==> src/rtl/pic8_pkg.sv <==
package pic8_pkg;
    localparam int PIC_N = 8;
    localparam int IDX_W = $clog2(PIC_N);
    localparam int MODE_W = 5;

    typedef enum logic [1:0] {
        ST_READY,
        ST_BASE,
        ST_CASC,
        ST_MODE
    } init_st_t;

    typedef struct packed {
        logic             hit;
        logic [IDX_W-1:0] idx;
    } pick_t;

    typedef struct packed {
        logic [7:0]        base;
        logic [7:0]        cascade;
        logic [MODE_W-1:0] mode;
        logic              level;
        logic              single;
        logic              want_mode;
    } cfg_t;

    // Lowest-numbered set bit (highest priority).
    function automatic pick_t first_set(input logic [PIC_N-1:0] v);
        pick_t r;
        r.hit = 1'b0;
        r.idx = '0;
        for (int i = PIC_N - 1; i >= 0; i--) begin
            if (v[i]) begin
                r.hit = 1'b1;
                r.idx = IDX_W'(i);
            end
        end
        return r;
    endfunction
endpackage

==> src/rtl/pic8_ctrl.sv <==
module pic8_ctrl
    import pic8_pkg::*;
(
    input  logic             clk,
    input  logic             rst,
    input  logic             we,
    input  logic             addr,
    input  logic [7:0]       wdata,
    output cfg_t             cfg,
    output logic [PIC_N-1:0] mask,
    output logic             smm,
    output logic             rd_isr,
    output logic             eoi,
    output logic             init_go
);
    init_st_t st;

    wire wr0 = we && !addr;
    wire wr1 = we && addr;
    wire is_icw1 = wr0 && wdata[4];
    wire is_ocw3 = wr0 && !wdata[4] && wdata[3];

    assign init_go = is_icw1;
    assign eoi = wr0 && wdata[4:3] == 2'b00 && wdata[7:5] == 3'b001;

    always_ff @(posedge clk) begin
        if (rst) begin
            st     <= ST_READY;
            cfg    <= '0;
            mask   <= '1;
            smm    <= 1'b0;
            rd_isr <= 1'b0;
        end else if (is_icw1) begin
            st            <= ST_BASE;
            cfg.level     <= wdata[3];
            cfg.single    <= wdata[1];
            cfg.want_mode <= wdata[0];
            cfg.mode      <= '0;
            mask          <= '0;
            smm           <= 1'b0;
            rd_isr        <= 1'b0;
        end else begin
            if (is_ocw3) begin
                if (wdata[6]) smm <= wdata[5];
                if (wdata[1]) rd_isr <= wdata[0];
            end
            if (wr1) begin
                unique case (st)
                    ST_BASE: begin
                        cfg.base <= wdata;
                        if (!cfg.single) st <= ST_CASC;
                        else if (cfg.want_mode) st <= ST_MODE;
                        else st <= ST_READY;
                    end
                    ST_CASC: begin
                        cfg.cascade <= wdata;
                        st <= cfg.want_mode ? ST_MODE : ST_READY;
                    end
                    ST_MODE: begin
                        cfg.mode <= wdata[MODE_W-1:0];
                        st <= ST_READY;
                    end
                    default: mask <= wdata;
                endcase
            end
        end
    end

    AST_MASK_LOAD: assert property (@(posedge clk) disable iff (rst)
        (wr1 && !wdata[4] && st == ST_READY && !is_icw1) |=> (mask == $past(wdata)));

    AST_INIT_CLEAR: assert property (@(posedge clk) disable iff (rst)
        is_icw1 |=> (mask == '0 && !rd_isr && !smm && st == ST_BASE));

    AST_SMM_SET: assert property (@(posedge clk) disable iff (rst)
        (is_ocw3 && wdata[6:5] == 2'b11) |=> smm);
endmodule

==> src/rtl/pic8_req.sv <==
module pic8_req
    import pic8_pkg::*;
(
    input  logic             clk,
    input  logic             rst,
    input  logic             level,
    input  logic [PIC_N-1:0] irq_in,
    input  logic [PIC_N-1:0] ack_clr,
    output logic [PIC_N-1:0] irr
);
    logic [PIC_N-1:0] prev;
    logic [PIC_N-1:0] rise;

    assign rise = irq_in & ~prev;

    always_ff @(posedge clk) begin
        if (rst) begin
            prev <= '0;
            irr  <= '0;
        end else begin
            prev <= irq_in;
            if (level) irr <= irq_in;
            else irr <= (irr & ~ack_clr) | rise;
        end
    end

    AST_EDGE_LATCH: assert property (@(posedge clk) disable iff (rst)
        (!level && rise != '0) |=> ((irr & $past(rise)) == $past(rise)));

    AST_LEVEL_FOLLOW: assert property (@(posedge clk) disable iff (rst)
        level |=> (irr == $past(irq_in)));
endmodule

==> src/rtl/pic8_prio.sv <==
module pic8_prio
    import pic8_pkg::*;
(
    input  logic             clk,
    input  logic             rst,
    input  logic [PIC_N-1:0] irr,
    input  logic [PIC_N-1:0] mask,
    input  logic             smm,
    input  logic             aeoi,
    input  logic             level,
    input  logic             inta,
    input  logic             eoi,
    input  logic             init_go,
    output logic [PIC_N-1:0] isr,
    output logic             int_req,
    output logic [IDX_W-1:0] win_idx,
    output logic [PIC_N-1:0] ack_clr
);
    logic [PIC_N-1:0] elig;
    pick_t            win;
    pick_t            top;
    logic [PIC_N-1:0] isr_nx;

    always_comb begin
        elig = irr & ~mask;
        if (smm) elig = elig & ~isr;
        win = first_set(elig);
        top = first_set(isr);
        if (smm || !top.hit) int_req = win.hit;
        else int_req = win.hit && (win.idx < top.idx);
    end

    assign win_idx = int_req ? win.idx : IDX_W'(PIC_N - 1);
    assign ack_clr = (inta && int_req && !level) ? (PIC_N'(1) << win.idx) : '0;

    always_comb begin
        isr_nx = isr;
        if (eoi && top.hit) isr_nx[top.idx] = 1'b0;
        if (inta && int_req && !aeoi) isr_nx[win.idx] = 1'b1;
    end

    always_ff @(posedge clk) begin
        if (rst || init_go) isr <= '0;
        else isr <= isr_nx;
    end

    AST_ACK_SETS: assert property (@(posedge clk) disable iff (rst)
        (inta && int_req && !aeoi && !init_go) |=> isr[$past(win.idx)]);

    AST_AEOI_KEEP: assert property (@(posedge clk) disable iff (rst)
        (inta && aeoi && !eoi && !init_go) |=> (isr == $past(isr)));

    AST_EOI_DROP: assert property (@(posedge clk) disable iff (rst)
        (eoi && isr != '0 && !inta && !init_go)
        |=> ($countones(isr) + 1 == $countones($past(isr))));

    AST_NEST_BLOCK: assert property (@(posedge clk) disable iff (rst)
        (!smm && isr[0] && !(elig[0] && !isr[0])) |-> !int_req);
endmodule

==> src/rtl/pic8_core.sv <==
module pic8_core
    import pic8_pkg::*;
(
    input  logic        clk,
    input  logic        rst,
    input  logic        bus_we,
    input  logic        bus_addr,
    input  logic [7:0]  bus_wdata,
    output logic [7:0]  bus_rdata,
    input  logic [7:0]  irq_in,
    output logic        irq_out,
    input  logic        inta,
    output logic [7:0]  vec_out,
    output logic [7:0]  cfg_cascade,
    output logic [4:0]  cfg_mode
);
    cfg_t             cfg;
    logic [PIC_N-1:0] mask;
    logic [PIC_N-1:0] irr;
    logic [PIC_N-1:0] isr;
    logic [PIC_N-1:0] ack_clr;
    logic [IDX_W-1:0] win_idx;
    logic             smm;
    logic             rd_isr;
    logic             eoi;
    logic             init_go;

    pic8_ctrl u_ctrl (
        .clk(clk), .rst(rst), .we(bus_we), .addr(bus_addr), .wdata(bus_wdata),
        .cfg(cfg), .mask(mask), .smm(smm), .rd_isr(rd_isr),
        .eoi(eoi), .init_go(init_go)
    );

    pic8_req u_req (
        .clk(clk), .rst(rst), .level(cfg.level), .irq_in(irq_in),
        .ack_clr(ack_clr), .irr(irr)
    );

    pic8_prio u_prio (
        .clk(clk), .rst(rst), .irr(irr), .mask(mask), .smm(smm),
        .aeoi(cfg.mode[1]), .level(cfg.level), .inta(inta), .eoi(eoi),
        .init_go(init_go), .isr(isr), .int_req(irq_out),
        .win_idx(win_idx), .ack_clr(ack_clr)
    );

    assign bus_rdata   = bus_addr ? mask : (rd_isr ? isr : irr);
    assign vec_out     = cfg.base + 8'(win_idx);
    assign cfg_cascade = cfg.cascade;
    assign cfg_mode    = cfg.mode;

    AST_MASKED_QUIET: assert property (@(posedge clk) disable iff (rst)
        (mask == '1) |-> !irq_out);
endmodule

==> config.mk <==
export PLATFORM = sky130hd
export DESIGN_NAME = pic8_core
export DESIGN_NICKNAME = d
export VERILOG_FILES = /design/src/rtl/pic8_pkg.sv /design/src/rtl/pic8_ctrl.sv /design/src/rtl/pic8_req.sv /design/src/rtl/pic8_prio.sv /design/src/rtl/pic8_core.sv
export SDC_FILE = /design/constraint.sdc
export NUM_CORES = 1
export LEC_CHECK = 0
export CELL_PAD_IN_SITES_DETAIL_PLACEMENT = 1
export CELL_PAD_IN_SITES_GLOBAL_PLACEMENT = 1
export CORE_MARGIN = 3
export CORE_UTILIZATION = 43
export CTS_CLUSTER_DIAMETER = 200
export DETAILED_ROUTE_END_ITERATION = 16
export PLACE_DENSITY_LB_ADDON = 0.1
export SYNTH_ARGS = -nofsm -noshare
export SYNTH_HDL_FRONTEND = slang
export SYNTH_SLANG_ARGS = --single-unit
export TNS_END_PERCENT = 50
==> constraint.sdc <==
create_clock -name clk -period 7.93 [get_ports clk]
set_input_delay 2.379 -clock clk [delete_from_list [all_inputs] [get_ports clk]]
set_output_delay 2.379 -clock clk [all_outputs]
set_load 0.02 [all_outputs]
# --- Yosys cells after proc, flatten, opt, wreduce, memory -nomap -nowiden ---
# Cells that the tools add are included.
word_totals:
  register_bits: 60
  latch_bits: 0
  mem_bits_rw: 0
  mem_bits_ro: 0
  in_bits: 21
  out_inout_bits: 30
  wordCells: 111
  n_memories: 0
op_classes:
  add_sub_neg: 1
  mul: 0
  div: 0
  magnitude_cmp: 5
  n_eq_ne: 5
  shifts: 1
  muxes: 37
  n_bitwise: 13
  reduce_logical: 35
ops:
  columns: ["op", "n"]
  rows:
  - ["$mux 8", 10]
  - ["$mux 4", 16]
  - ["$and 8x8->8", 5]
  - ["$not 8->8", 5]
  - ["$or 8x8->8", 2]
  - ["$logic_and 1x1->1", 14]
  - ["$reduce_and 2->1", 6]
  - ["$add 8x3->8", 1]
  - ["$lt 3x4->1 const B", 2]
  - ["$shl 1x3->8 const A", 1]
  - ["$demux 1 s3", 2]
  - ["$ge 3x1->1 const B", 2]
  - ["$pmux 2 s3", 1]
  - ["$reduce_and 3->1", 2]
  - ["$logic_not 1->1", 5]
  - ["$mux 1", 5]
  - ["$eq 2x2->1 const B", 2]
  - ["$mux 2", 2]
  - ["$reduce_bool 4->1", 1]
  - ["$eq 3x1->1 const B", 1]
  - ["$lt 3x3->1", 1]
  - ["$mux 3", 1]
  - ["$reduce_bool 3->1", 1]
  - ["$reduce_or 3->1", 1]
  - ["7 further kinds", 8]

# --- Logic depth before layout (Yosys ltp) ---
depth:
  ltp_word: 22
  ltp_mapped: 19
  depth_no_buf: 17

# --- By module ---
# A second synthesis with hierarchy kept.
unflattened:
  cells_unflattened: 356
  area_unflattened_um2: 3308.2
by_module_without_submodules:
  columns: ["mod", "instances", "cells_per_inst", "area_per_inst_um2", "seq_area_each_um2"]
  rows:
  - ["pic8_ctrl", 1, 143, 1472.7, 720.7]
  - ["pic8_prio", 1, 113, 847.1, 160.2]
  - ["pic8_req", 1, 50, 639.4, 320.3]
  - ["pic8_core", 1, 50, 349.1, 0.0]

# --- Least setup slack after synthesis ---
# OpenSTA, ideal clock, no wires.
synth_path:
  path_kind: "reg-to-output"
  from: "register u_ctrl.smm"
  to: "output vec_out[6]"
  t_arrival_ns: 3.732
  required_ns: 5.551
  slack_ns: 1.819
  stages_incl_launch_ff: 19
  path_buffers: 1
  cell_sequence: "dfxtp_1 buf_6 and2_2 a2bb2oi_1 or2b_1 a211oi_1 ha_1 o21ai_0 a21oi_1 nand2_1 a21o_1 nand2_1 or2_1 ha_1 fa_1 a21o_1 nand2_1 nor2_1 xor2_1"
synth_between:
  elab_chain_len: 14
  elab_cells_between_ends: 15
  cone_classes: "add/sub (1); order compare (1); mux (11); reduce/logical (2)"
synth_rtl:
  columns: ["item", "line_no", "rtl"]
  rows:
  - ["start, declared", "pic8_ctrl.sv:11", "output logic smm,"]
  - ["start signal, assigned", "pic8_ctrl.sv:44", "if (wdata[6]) smm <= wdata[5];"]
  - ["$mux 8", "pic8_prio.sv:26", "if (smm) elig = elig & ~isr;"]
  - ["$mux 4 (8 in series)", "pic8_pkg.sv:33", "if (v[i]) begin"]
  - ["$lt 3x3->1", "pic8_prio.sv:30", "else int_req = win.hit && (win.idx < top.idx);"]
  - ["$logic_and 1x1->1", "pic8_prio.sv:30", null]
  - ["$mux 1", "pic8_prio.sv:29", "if (smm || !top.hit) int_req = win.hit;"]
  - ["$mux 3 (*)", "pic8_prio.sv:33", "assign win_idx = int_req ? win.idx : IDX_W'(PIC_N - 1);"]
  - ["$add 8x3->8 (*)", "pic8_core.sv:47", "assign vec_out = cfg.base + 8'(win_idx);"]
  - ["end, declared", "pic8_core.sv:13", "output logic [7:0] vec_out,"]
# Every way passes the cells marked *; elsewhere a longest branch is shown, timed or not.

# --- Final worst setup path ---
# Ends and elaborated chain as after synthesis.

==> summary.md <==
| Metric | Value |
|---|---|
| Synth Register Bits | `60` |
| Wire per inst | `between 15 and 20 µm` |
| Hold Path Class | `reg2reg` |
| Die X | `between 90 and 100 µm` |
| Seq/Total Area, Yosys | `0.383` |
| Synth area leader | `dfxtp_1` |
| GPL Wtd Cong | `0.886` |
| CP startpoint kind | `flip-flop` |
| Worst Tran Pin Value | `between 0.7 and 0.8 ns` |
| Finish-stage setup viols | `0` |
| Met2 Track Usage GR | `0.395` |
| RSZ-0062 raised after global routing | `no` |
| Vias in the first global route | `~2,900` |
| DIE HEIGHT | `91.4 µm` |
| Placed insts | `481` |
| DR pass1 iterations | `5` |
| Design area | `between 3000 and 4000 µm²` |
| HPWL after DPL | `between 6000 and 7000 µm` |
| EDFF count, synth | `0` |
| Most frequent cell after synthesis | `dfxtp_1` |
| Cell Area, Synth | `approximately 3100 µm²` |
| GRT busiest layer | `met2` |
| Clock root cell | `clkbuf_8` |
| Max Cap Viol | `0` |
| Antenna violations before repair | `0` |
| Worst Setup End Kind | `output pin` |
| Peak supply drop | `about 0.14 mV` |
| Routed vias/inst | `around 5.5` |
| Power per cell area | `194 nW/µm²` |
| Max Root-Sink Buffers | `2` |
| Syn_nets | `between 300 and 400` |
| Num CTS Buffers | `9` |
| Synth top cells by count | `60 x dfxtp_1, 42 x nand2_1, 40 x nor2_1` |
| GR Util All Layers | `0.230` |
| Yosys warnings | `0` |
| Req. time, crit path | `5.55 ns` |
| Crit path kind | `reg2out` |
| Post-Synthesis Cells | `~360` |
| Max Fanout on Critical Path | `10` |
| Final Worst Setup Slack | `0.406 ns` |
| DP Area | `between 3000 and 4000 µm²` |
| Worst Setup Slack post-DPL | `about 0.71 ns` |
| CTS tree | `done` |
| Core area | `approximately 7000 µm²` |
| Critical Path AT | `around 5.1 ns` |
| Largest cells by area after synthesis | `dfxtp_1 38%, mux2i_1 9.9%, nand2_1 5.0%` |
| Min Tclk post-route | `~7.5 ns` |
| Drt total wl | `slightly above 9000 µm` |
| Routed Antenna Nets | `0` |
| Hold slack | `between 0.4 and 0.5 ns` |
| Main flop type after synthesis | `dfxtp_1` |
| Synth-to-Final Area Change | `20.4%` |
| Met3 usage | `0.0580` |
| Ant. Diodes | `0` |
| Clk sinks | `60` |
| DR vias | `around 2,800` |
| Remaining Overflow, GRT | `0` |
| Port Buf Inserts | `50` |
| Post-CTS Setup Bufs | `0` |
| F_max | `around 130 MHz` |
| Synth async-reset ratio | `0` |
| Final core utilization | `0.544` |
| Clock-pin slew on the worst setup and hold paths | `approximately 0.070 ns` |
| Post-synth top area share | `0.383` |
| Fin nets | `approximately 430` |
| Die Footprint | `between 8000 and 9000 µm²` |
| Fin. max-slew vios | `0` |
| Starting Density | `0.452` |
| Avg Inst Size Synth | `between 8 and 9 µm²` |
| Insertion delay to the later sink of the worst-skew pair | `about 0.34 ns` |
| Clock skew | `approximately 0.011 ns` |
| Relative slew slack | `0.489` |
| Ports | `between 50 and 60` |
| Setup TNS | `0 ns` |
| Status | `complete, no violations` |
| First-pass GRT wire length | `14,900 µm` |
| 1st-iter DRT viols | `98` |
| H-Tree Depth | `3` |
| DRC errors left | `0` |
| Layout cells sized above 1 | `0.0698` |
| Tcrit/Tclk final | `0.949` |
| Largest net degree at the start of global routing | `40` |
| LEAKAGE | `~1.5 nW` |
| # hold bufs at CTS | `0` |
| GR Layer Usage met1 | `0.275` |
| Hold Fails Final Rpt | `0` |
| Fin cells | `497` |
| Total power | `approximately 0.73 mW` |
| Netlist cell types | `between 60 and 70` |
| Std-Cell Rows | `30` |
flip-flops by register name, indices dropped and copies added, names as in the netlist:
signal,count
u_ctrl.st,2
u_req.prev,8
u_ctrl.mask,8
u_prio.isr,8
u_ctrl.rd_isr,1
u_req.irr,8
u_ctrl.cfg,24
u_ctrl.smm,1
layout make-up:
type / instances / area (µm²)
clock buffers: 11 / 141
flip-flops and latches: 60 / 1200
multi-input cells: 261 / 1720
well taps: 96 / 120
clock inverters: 5 / 36.3
fillers: 818 / 3170
inverters: 13 / 48.8
repair buffers: 51 / 508
path summary, 6_finish.rpt:
check / start / end / slack, ns / depth (start not counted)
max reg2reg: u_ctrl.smm$_SDFFE_PP0P_ / u_req.irr[7]$_SDFF_PP0_ / 4.52 / 11
min reg2reg: u_req.prev[0]$_SDFF_PP0_ / u_req.irr[0]$_SDFF_PP0_ / 0.49 / 2
min: u_req.prev[0]$_SDFF_PP0_ / u_req.irr[0]$_SDFF_PP0_ / 0.49 / 2
max: u_ctrl.smm$_SDFFE_PP0P_ / vec_out[6] / 0.41 / 18
routing by layer:
metal	vias to the layer above	wire [µm]
met1	1323	3840
met5	-	0
met4	0	235
met3	18	384
met2	68	4610
li1	1342	-
power breakdown:
part	leakage, nW	switching [mW]	internal (mW)	total (mW)
registers	0.491	0.0153	0.315	0.331
clock network	0.0820	0.129	0.122	0.251
logic	0.957	0.0859	0.0663	0.152
placed cells by master (no fill, tap or decap), types with 4 or more instances in the layout:
cell | Yosys | final
a221o_1 | 8 | 8
a21oi_1 | 12 | 12
dfxtp_1 | 60 | 60
clkbuf_8 | 0 | 10
nand2_1 | 42 | 42
nor3_1 | 4 | 4
nor4_1 | 4 | 4
nor2_1 | 40 | 40
nor2b_1 | 13 | 13
ha_1 | 9 | 9
xnor2_1 | 4 | 4
nand3_1 | 8 | 8
nand4_1 | 5 | 5
o21ai_0 | 20 | 20
clkdlybuf4s50_1 | 0 | 50
mux2i_1 | 31 | 31
inv_1 | 13 | 13
critical path, cell delays in order, from the launching register on:
cell and delay [ns]:
dfxtp_1 0.57, and2_2 0.24, a2bb2oi_1 0.26, or2b_1 0.33, a211oi_2 0.31, ha_1 0.28, o21ai_0 0.17, a21oi_1 0.09
nand2_1 0.17, a21o_1 0.21, nand2_1 0.18, or2_1 0.26, ha_1 0.21, fa_1 0.41, a21o_1 0.17, nand2_1 0.11
nor2_1 0.07, xor2_1 0.14, clkdlybuf4s50_1 0.62
cells by family (layout without fill, tap and decap cells):
family          after synthesis  after routing  synth area share
compound gates               75             75             0.172
xor+xnor                      6              6            0.0168
fa+ha+maj                    10             10            0.0423
buf+inv                      40             80            0.0698
flops                        60             60             0.383
mux                          31             31            0.0989
simple gates                139            139             0.217
what timing repair did:
action,in CTS,in global routing
setup endpoints to repair,0,2
endpoints found under the hold margin,0,0
gates resized for setup,0,1
Power figures use the tool's default switching activity.
